**config.mk**
```make
export PLATFORM = sky130hd
export DESIGN_NAME = sram_strobe_ctrl
export DESIGN_NICKNAME = d
export VERILOG_FILES = /design/src/rtl/sram_strobe_pkg.sv /design/src/rtl/sram_seq_fsm.sv /design/src/rtl/sram_pin_drive.sv /design/src/rtl/sram_read_capture.sv /design/src/rtl/sram_strobe_ctrl.sv
export SDC_FILE = /design/constraint.sdc
export NUM_CORES = 1
export LEC_CHECK = 0
export BUFFER_PORTS_ARGS = -buffer_cell sky130_fd_sc_hd__buf_2
export CORE_MARGIN = 5
export CORE_UTILIZATION = 52
export CTS_CLUSTER_DIAMETER = 100
export DETAILED_ROUTE_END_ITERATION = 10
export PLACE_DENSITY = 0.84
export REMOVE_ABC_BUFFERS = 1
export SETUP_SLACK_MARGIN = 0.5
export SYNTH_ARGS = -nofsm -noshare
export SYNTH_HDL_FRONTEND = slang
export SYNTH_SLANG_ARGS = --single-unit
```
**constraint.sdc**
```tcl
create_clock -name clk -period 3.9 [get_ports clk]
set_input_delay 0.585 -clock clk [delete_from_list [all_inputs] [get_ports clk]]
set_output_delay 0.585 -clock clk [all_outputs]
set_load 0.05 [all_outputs]
```
**src/rtl/sram_strobe_pkg.sv**
```systemverilog
package sram_strobe_pkg;

  typedef enum logic [2:0] {
    ST_IDLE   = 3'd0,
    ST_READ   = 3'd1,
    ST_WPULSE = 3'd2,
    ST_WHOLD  = 3'd3,
    ST_RECOV  = 3'd4
  } seq_state_e;

  // Whole cycles covering t_ps, never fewer than one.
  function automatic int unsigned to_cycles(input int unsigned t_ps,
                                            input int unsigned clk_ps);
    int unsigned c;
    c = (t_ps + clk_ps - 1) / clk_ps;
    return (c < 1) ? 1 : c;
  endfunction

  function automatic int unsigned max2(input int unsigned a, input int unsigned b);
    return (a > b) ? a : b;
  endfunction

endpackage

```
**src/rtl/sram_seq_fsm.sv**
```systemverilog
module sram_seq_fsm
  import sram_strobe_pkg::*;
#(
  parameter int unsigned RD_CYC  = 7,
  parameter int unsigned WP_CYC  = 6,
  parameter int unsigned DH_CYC  = 1,
  parameter int unsigned REC_CYC = 1
) (
  input  logic       clk,
  input  logic       rst_n,
  input  logic       req_valid,
  input  logic       req_write,
  output logic       ready,
  output logic       accept,
  output logic       last,
  output seq_state_e st,
  output seq_state_e st_nxt
);
  localparam int unsigned MAXC = max2(max2(RD_CYC, WP_CYC), max2(DH_CYC, REC_CYC));
  localparam int unsigned CNT_W = $clog2(MAXC + 1);
  localparam logic [CNT_W-1:0] RD_L  = CNT_W'(RD_CYC - 1);
  localparam logic [CNT_W-1:0] WP_L  = CNT_W'(WP_CYC - 1);
  localparam logic [CNT_W-1:0] DH_L  = CNT_W'(DH_CYC - 1);
  localparam logic [CNT_W-1:0] REC_L = CNT_W'(REC_CYC - 1);

  logic [CNT_W-1:0] cnt, cnt_nxt;

  assign ready  = (st == ST_IDLE);
  assign accept = ready && req_valid;
  assign last   = (cnt == '0);

  always_comb begin
    st_nxt  = st;
    cnt_nxt = last ? cnt : cnt - 1'b1;
    unique case (st)
      ST_IDLE: if (req_valid) begin
        st_nxt  = req_write ? ST_WPULSE : ST_READ;
        cnt_nxt = req_write ? WP_L : RD_L;
      end
      ST_READ:   if (last) begin st_nxt = ST_RECOV; cnt_nxt = REC_L; end
      ST_WPULSE: if (last) begin st_nxt = ST_WHOLD; cnt_nxt = DH_L;  end
      ST_WHOLD:  if (last) begin st_nxt = ST_RECOV; cnt_nxt = REC_L; end
      ST_RECOV:  if (last) begin st_nxt = ST_IDLE;  cnt_nxt = '0;    end
      default:   begin st_nxt = ST_IDLE; cnt_nxt = '0; end
    endcase
  end

  always_ff @(posedge clk) begin
    if (!rst_n) begin
      st  <= ST_IDLE;
      cnt <= '0;
    end else begin
      st  <= st_nxt;
      cnt <= cnt_nxt;
    end
  end
endmodule

```
**src/rtl/sram_pin_drive.sv**
```systemverilog
module sram_pin_drive
  import sram_strobe_pkg::*;
#(
  parameter int unsigned ADDR_W = 19,
  parameter int unsigned DATA_W = 8
) (
  input  logic              clk,
  input  logic              rst_n,
  input  logic              accept,
  input  seq_state_e        st_nxt,
  input  logic [ADDR_W-1:0] req_addr,
  input  logic [DATA_W-1:0] req_wdata,
  output logic [ADDR_W-1:0] mem_addr,
  output logic              mem_ce_n,
  output logic              mem_oe_n,
  output logic              mem_we_n,
  output logic [DATA_W-1:0] mem_dq_out,
  output logic              mem_dq_oe
);
  logic sel_nxt, wr_nxt;

  assign wr_nxt  = (st_nxt == ST_WPULSE) || (st_nxt == ST_WHOLD);
  assign sel_nxt = wr_nxt || (st_nxt == ST_READ);

  // Strobes come straight from flops so the pins never glitch on state decode.
  always_ff @(posedge clk) begin
    if (!rst_n) begin
      mem_ce_n  <= 1'b1;
      mem_oe_n  <= 1'b1;
      mem_we_n  <= 1'b1;
      mem_dq_oe <= 1'b0;
    end else begin
      mem_ce_n  <= !sel_nxt;
      mem_oe_n  <= !(st_nxt == ST_READ);
      mem_we_n  <= !(st_nxt == ST_WPULSE);
      mem_dq_oe <= wr_nxt;
    end
  end

  always_ff @(posedge clk) begin
    if (!rst_n) begin
      mem_addr   <= '0;
      mem_dq_out <= '0;
    end else if (accept) begin
      mem_addr   <= req_addr;
      mem_dq_out <= req_wdata;
    end
  end
endmodule

```
**src/rtl/sram_read_capture.sv**
```systemverilog
module sram_read_capture
  import sram_strobe_pkg::*;
#(
  parameter int unsigned DATA_W = 8
) (
  input  logic              clk,
  input  logic              rst_n,
  input  seq_state_e        st,
  input  logic              last,
  input  logic [DATA_W-1:0] mem_dq_in,
  output logic              rsp_valid,
  output logic [DATA_W-1:0] rsp_rdata
);
  logic take;
  assign take = (st == ST_READ) && last;

  always_ff @(posedge clk) begin
    if (!rst_n) begin
      rsp_valid <= 1'b0;
      rsp_rdata <= '0;
    end else begin
      rsp_valid <= take;
      if (take) rsp_rdata <= mem_dq_in;
    end
  end
endmodule

```
**src/rtl/sram_strobe_ctrl.sv**
```systemverilog
module sram_strobe_ctrl
  import sram_strobe_pkg::*;
#(
  parameter int unsigned ADDR_W   = 19,
  parameter int unsigned DATA_W   = 8,
  parameter int unsigned CLK_PS   = 10000,
  parameter int unsigned T_RC_PS  = 70000,
  parameter int unsigned T_ACC_PS = 70000,
  parameter int unsigned T_WP_PS  = 55000,
  parameter int unsigned T_WC_PS  = 70000,
  parameter int unsigned T_DH_PS  = 0,
  parameter int unsigned T_WR_PS  = 5000
) (
  input  logic              clk,
  input  logic              rst_n,
  input  logic              req_valid,
  output logic              req_ready,
  input  logic              req_write,
  input  logic [ADDR_W-1:0] req_addr,
  input  logic [DATA_W-1:0] req_wdata,
  output logic              rsp_valid,
  output logic [DATA_W-1:0] rsp_rdata,
  output logic [ADDR_W-1:0] mem_addr,
  output logic              mem_ce_n,
  output logic              mem_oe_n,
  output logic              mem_we_n,
  output logic [DATA_W-1:0] mem_dq_out,
  output logic              mem_dq_oe,
  input  logic [DATA_W-1:0] mem_dq_in
);
  localparam int unsigned RD_CYC  = max2(to_cycles(T_ACC_PS, CLK_PS), to_cycles(T_RC_PS, CLK_PS));
  localparam int unsigned DH_CYC  = to_cycles(T_DH_PS, CLK_PS);
  localparam int unsigned WC_CYC  = to_cycles(T_WC_PS, CLK_PS);
  localparam int unsigned WP_MIN  = to_cycles(T_WP_PS, CLK_PS);
  localparam int unsigned WP_CYC  = (WC_CYC > WP_MIN + DH_CYC) ? (WC_CYC - DH_CYC) : WP_MIN;
  localparam int unsigned REC_CYC = to_cycles(T_WR_PS, CLK_PS);

  seq_state_e st, st_nxt;
  logic       accept, last;

  sram_seq_fsm #(
    .RD_CYC(RD_CYC), .WP_CYC(WP_CYC), .DH_CYC(DH_CYC), .REC_CYC(REC_CYC)
  ) u_fsm (
    .clk(clk), .rst_n(rst_n), .req_valid(req_valid), .req_write(req_write),
    .ready(req_ready), .accept(accept), .last(last), .st(st), .st_nxt(st_nxt)
  );

  sram_pin_drive #(.ADDR_W(ADDR_W), .DATA_W(DATA_W)) u_pins (
    .clk(clk), .rst_n(rst_n), .accept(accept), .st_nxt(st_nxt),
    .req_addr(req_addr), .req_wdata(req_wdata),
    .mem_addr(mem_addr), .mem_ce_n(mem_ce_n), .mem_oe_n(mem_oe_n),
    .mem_we_n(mem_we_n), .mem_dq_out(mem_dq_out), .mem_dq_oe(mem_dq_oe)
  );

  sram_read_capture #(.DATA_W(DATA_W)) u_cap (
    .clk(clk), .rst_n(rst_n), .st(st), .last(last), .mem_dq_in(mem_dq_in),
    .rsp_valid(rsp_valid), .rsp_rdata(rsp_rdata)
  );
endmodule

```
== After elaboration in Yosys (flattened, before gate mapping) ==
Cells that the tools add are included.
Storage, ports and cells
  bits in writable memories: 0
  memories kept: 0
  word-level logic and storage cells: 40
  input bits: 39
  memory bits (read-only): 0
  output and inout bits: 41
  bits in latches: 0
  bits in registers: 46
Operators by class
  bitwise logic cells: 0
  reductions and logical operators: 11
  div/mod/pow operators: 0
  magnitude comparators: 0
  multiply operators: 0
  add/subtract/negate cells: 1
  shifts and indexed selects: 0
  equality and inequality tests: 7
  muxes and demuxes: 11
Operator list (count)
  two-way mux 3 bit: 7
  == test 3 x 2 -> 1 bit, second input constant: 4
  case mux 3 bit (4 select lines): 1
  == test 3 x 1 -> 1 bit, second input constant: 2
  zero test 3 bit: 2
  case mux 3 bit (2 select lines): 1
  two-way mux 2 bit: 2
  OR reduction 4 bit: 1
  == test 3 bit, second input constant: 1
  zero test 1 bit: 3
  subtractor 3 x 1 -> 3 bit, second input constant: 1
  logical AND 1 bit: 2
  logical OR 1 bit: 2
  OR reduction 2 bit: 1

== Logic depth before layout (Yosys ltp) ==
  depth after elaboration: 7
  depth in mapped cells: 9
  gate-level depth less buffers: 8

== Hierarchy ==
From an unflattened synthesis, not the netlist that was laid out.
Second synthesis, totals
  cell total of the unflattened synthesis: 185
  area total of the unflattened synthesis: 1940.6 um^2
By module, submodules not included
  sram_pin_drive: seq. area each 620.6 um^2, cells an instance 95, times used 1, area each 1152.4 um^2
  sram_seq_fsm: seq. area each 120.1 um^2, cells an instance 52, times used 1, area each 425.4 um^2
  sram_read_capture: seq. area each 180.2 um^2, cells an instance 38, times used 1, area each 362.8 um^2

== Least setup slack after synthesis ==
OpenSTA, ideal clock, no wires.
  kind: reg2out
  start point: register u_fsm.st[1]
  end point: output port req_ready
  data required time: 3315 ps
  arrival time: 1710 ps
  slack: 1605 ps
  path buffers: 1
  cell stages (with the launch flop): 3
  cell sequence: dfxtp_1 > clkbuf_1 > nor3_1
Between the ends
  word-level cells in the longest chain between the ends: 1
Ends and longest elaborated chain
  start, declared: RTL line sram_seq_fsm.sv:16  | output seq_state_e st,
  start signal, assigned: RTL line sram_seq_fsm.sv:53  | st <= st_nxt;
  zero test 3 bit: RTL line sram_seq_fsm.sv:28  | assign ready = (st == ST_IDLE);
  end, declared: RTL line sram_strobe_ctrl.sv:17  | output logic req_ready,
No other way between the ends.

== Final worst setup path ==
Same ends and word-level chain as after synthesis.

==> out/results.tsv <==
stage	metric	value	unit
outcome	run status	complete, no violations	
logic_synthesis	Synthesis Warnings	0	
logic_synthesis	syn avg cell area	9.83	um2
cells_and_area	fillers	333	
route	DR vias/cell	4.90	
clocking	CTS Buffer Depth	2	
global_routing	GRT Overall Usage	16.1	%
floorplan	Die Height	73.2	um
clocking	insertion delay to the later sink of the worst-skew pair	0.29	ns
critical_path	critical path endpoint category	output pin	
timing	worst slew pin tran	0.562	ns
cells_and_area	Area Overhead vs Synth	21.5	%
global_routing	vias in the first global route	1560	
logic_synthesis	top post-synthesis cells by area	dfxtp_1, a21boi_2, nand2_1, nand2_2, mux2i_1	
logic_synthesis	Post-Syn Area	2070	um2
clocking	TritonCTS Buffers	5	
clocking	Worst-path clk slew	0.08	ns
timing	Setup-failing EPs final	0	
critical_path	critical path cell sequence	nor3_1, buf_2	
hold_path	HP Class	flop to flop	
placed_design	GPL Wtd Cong	0.788	
floorplan	Top Ports	80	
global_routing	first-pass GRT wire length	6820	um
clocking	CTS tree	built	
cells_and_area	fin nets	327	
placed_design	hpwl dp	3070	um
timing	final period utilization	52.3	%
placed_design	Buffers on Ports	79	
route	Post-DRT Antenna Nets	0	
logic_synthesis	distinct cell type count of the synthesized netlist	36	
critical_path	slowest stage cell, crit path	dfxtp_1	
floorplan	die footprint	5350	um2
critical_path	slowest stage delay, CP	0.47	ns
global_routing	number of antenna violations at the first check in global routing	0	
critical_path	WS Path Type	flop to output pin	
clocking	hold_buf cts	0	
route	via count	1642	
clocking	Gates resized, CTS repair	0	
power_and_ir_drop	static leakage	1.12	nW
logic_synthesis	Post-synth top cells	dfxtp_1, nand2_1, a21boi_2, nand2_2, nor2b_1	
route	starting DRC count in detailed routing	52	
critical_path	CP arrival	1.46	ns
clocking	total setup buffers inserted after CTS	0	
route	DRC	0	
logic_synthesis	EDFF count, synth	0	
cells_and_area	share of cells above drive strength 1	47.0	%
logic_synthesis	Synth area leader	dfxtp_1	
logic_synthesis	post-synth top area share	44.4	%
floorplan	Core Region	3940	um2
timing	Min Clock Period, post-route	2.04	ns
timing	RSZ-0062 raised after global routing	false	
run	Max Cap Viol	0	
cells_and_area	Reg area	921	um2
timing	setup_tns	0	ns
floorplan	number of placement rows	23	
cells_and_area	Multi-input gate area	1020	um2
floorplan	Horiz. Die Dim	73.2	um
logic_synthesis	top_reg_cell synth	dfxtp_1	
logic_synthesis	sequential share of the synthesized area	44.4	%
timing	Rel. slew slack	62.5	%
timing	Fin Clk Skew	0.00785	ns
power_and_ir_drop	PwrDens	655	nW/um2
critical_path	Critical Path Fanout Max	14	
global_routing	grt total ovfl	0	
logic_synthesis	most common cell in the netlist	dfxtp_1	
clocking	clock sinks	46	
clocking	H-tree Lvls	2	
logic_synthesis	Synth Register Bits	46	
route	DR WL/cell	12.5	um
critical_path	startpoint type of the worst setup path	flop	
logic_synthesis	cells after synthesis	211	
placed_design	Cell Area, Placed	2430	um2
timing	max-slew violations	0	
logic_synthesis	ys async rst share	0	%
cells_and_area	antenna cells	0	
route	Pre-antenna DRT Iters	3	
global_routing	largest net degree at the start of global routing	43	
timing	final hold viol count	0	
route	Total Wirelength	4170	um
critical_path	WP data required	3.31	ns
clocking	CTS root buf	clkbuf_8	
power_and_ir_drop	VDD IR-drop max	0.000368	V
timing	Fmax	490	MHz
cells_and_area	final instance area	2520	um2
floorplan	Initial Util	52.6	%
==> cell usage in the layout, fill, tap and decap left out, types with 4 or more instances in the layout <==
cell type	n
buf_2	79
dfxtp_1	46
nand2_1	37
nand2_2	20
a21boi_2	20
nor2b_1	11
mux2i_1	9
a21boi_0	9
inv_1	7
clkbuf_8	5
nand2b_1	4
ha_1	4
==> routing by layer <==
layer  up-vias  track usage [%]  wire length [um]
met1       742             19.9              1720
met4         0             4.92                45
met2        50             27.2              2080
met3         7             3.99               328
met5         -                0                 0
li1        843                -                 -
==> power by group <==
group          internal, mW  switching, mW  total [mW]
Sequential            0.559         0.0675       0.626
Combinational         0.226          0.518       0.744
Clock                 0.126          0.156       0.282
==> metrics by stage <==
step	util, %	power (mW)	std cells	hold WS, ns	setup WS, ns
2_1_floorplan	-	1.21	197	0.598	1.71
3_3_place_gp	61.7	1.37	327	0.443	2.12
3_5_place_dp	61.7	1.39	327	0.446	2.06
4_1_cts	63.9	1.68	335	0.458	1.86
5_1_grt	63.9	1.76	335	0.474	1.74
6_report	63.9	1.65	335	0.455	1.86
==> critical path, delay by kind of cell, from the launching register on <==
family                 cells  cell delay, ns
flip-flops                 1            0.47
AND/OR/NAND/NOR            1            0.37
buffers and inverters      1            0.33
==> registers in the layout, summed over array words and instances (netlist names), 3 cells and up <==
register,cells
u_fsm.st,3
u_cap.rsp_rdata,8
u_pins.mem_addr,19
u_fsm.cnt,3
u_pins.mem_dq_out,8
==> final cells by class <==
type | count | share of cell area [%]
multi-input combinational | 144 | 40.4
sequential | 46 | 36.5
timing repair buffer | 80 | 16.0
clock buffer | 5 | 2.73
tap | 50 | 2.48
inverter | 7 | 1.04
clock inverter | 3 | 0.844
==> path summary, 6_finish.rpt <==
| path | cells past startpoint | startpoint | end | slack, ns |
|---|---|---|---|---|
| max | 2 | u_fsm.st[1] | req_ready | 1.86 |
| min | 2 | u_pins.mem_dq_out[6] | u_pins.mem_dq_out[6] | 0.45 |
| max reg2reg | 6 | u_fsm.cnt[0] | u_cap.rsp_rdata[5] | 2.16 |
| min reg2reg | 2 | u_pins.mem_dq_out[6] | u_pins.mem_dq_out[6] | 0.45 |
==> kinds of logic (layout without fill, tap and decap cells) <==
group	Yosys count	count (layout)	share of synthesized area [%]
compound gates	42	42	18.6
mux	9	9	4.34
flops	46	46	44.4
fa+ha+maj	4	4	2.41
buf+inv	21	95	6.51
simple gates	89	89	23.8
Note: power is estimated with default switching activity, not from simulation.
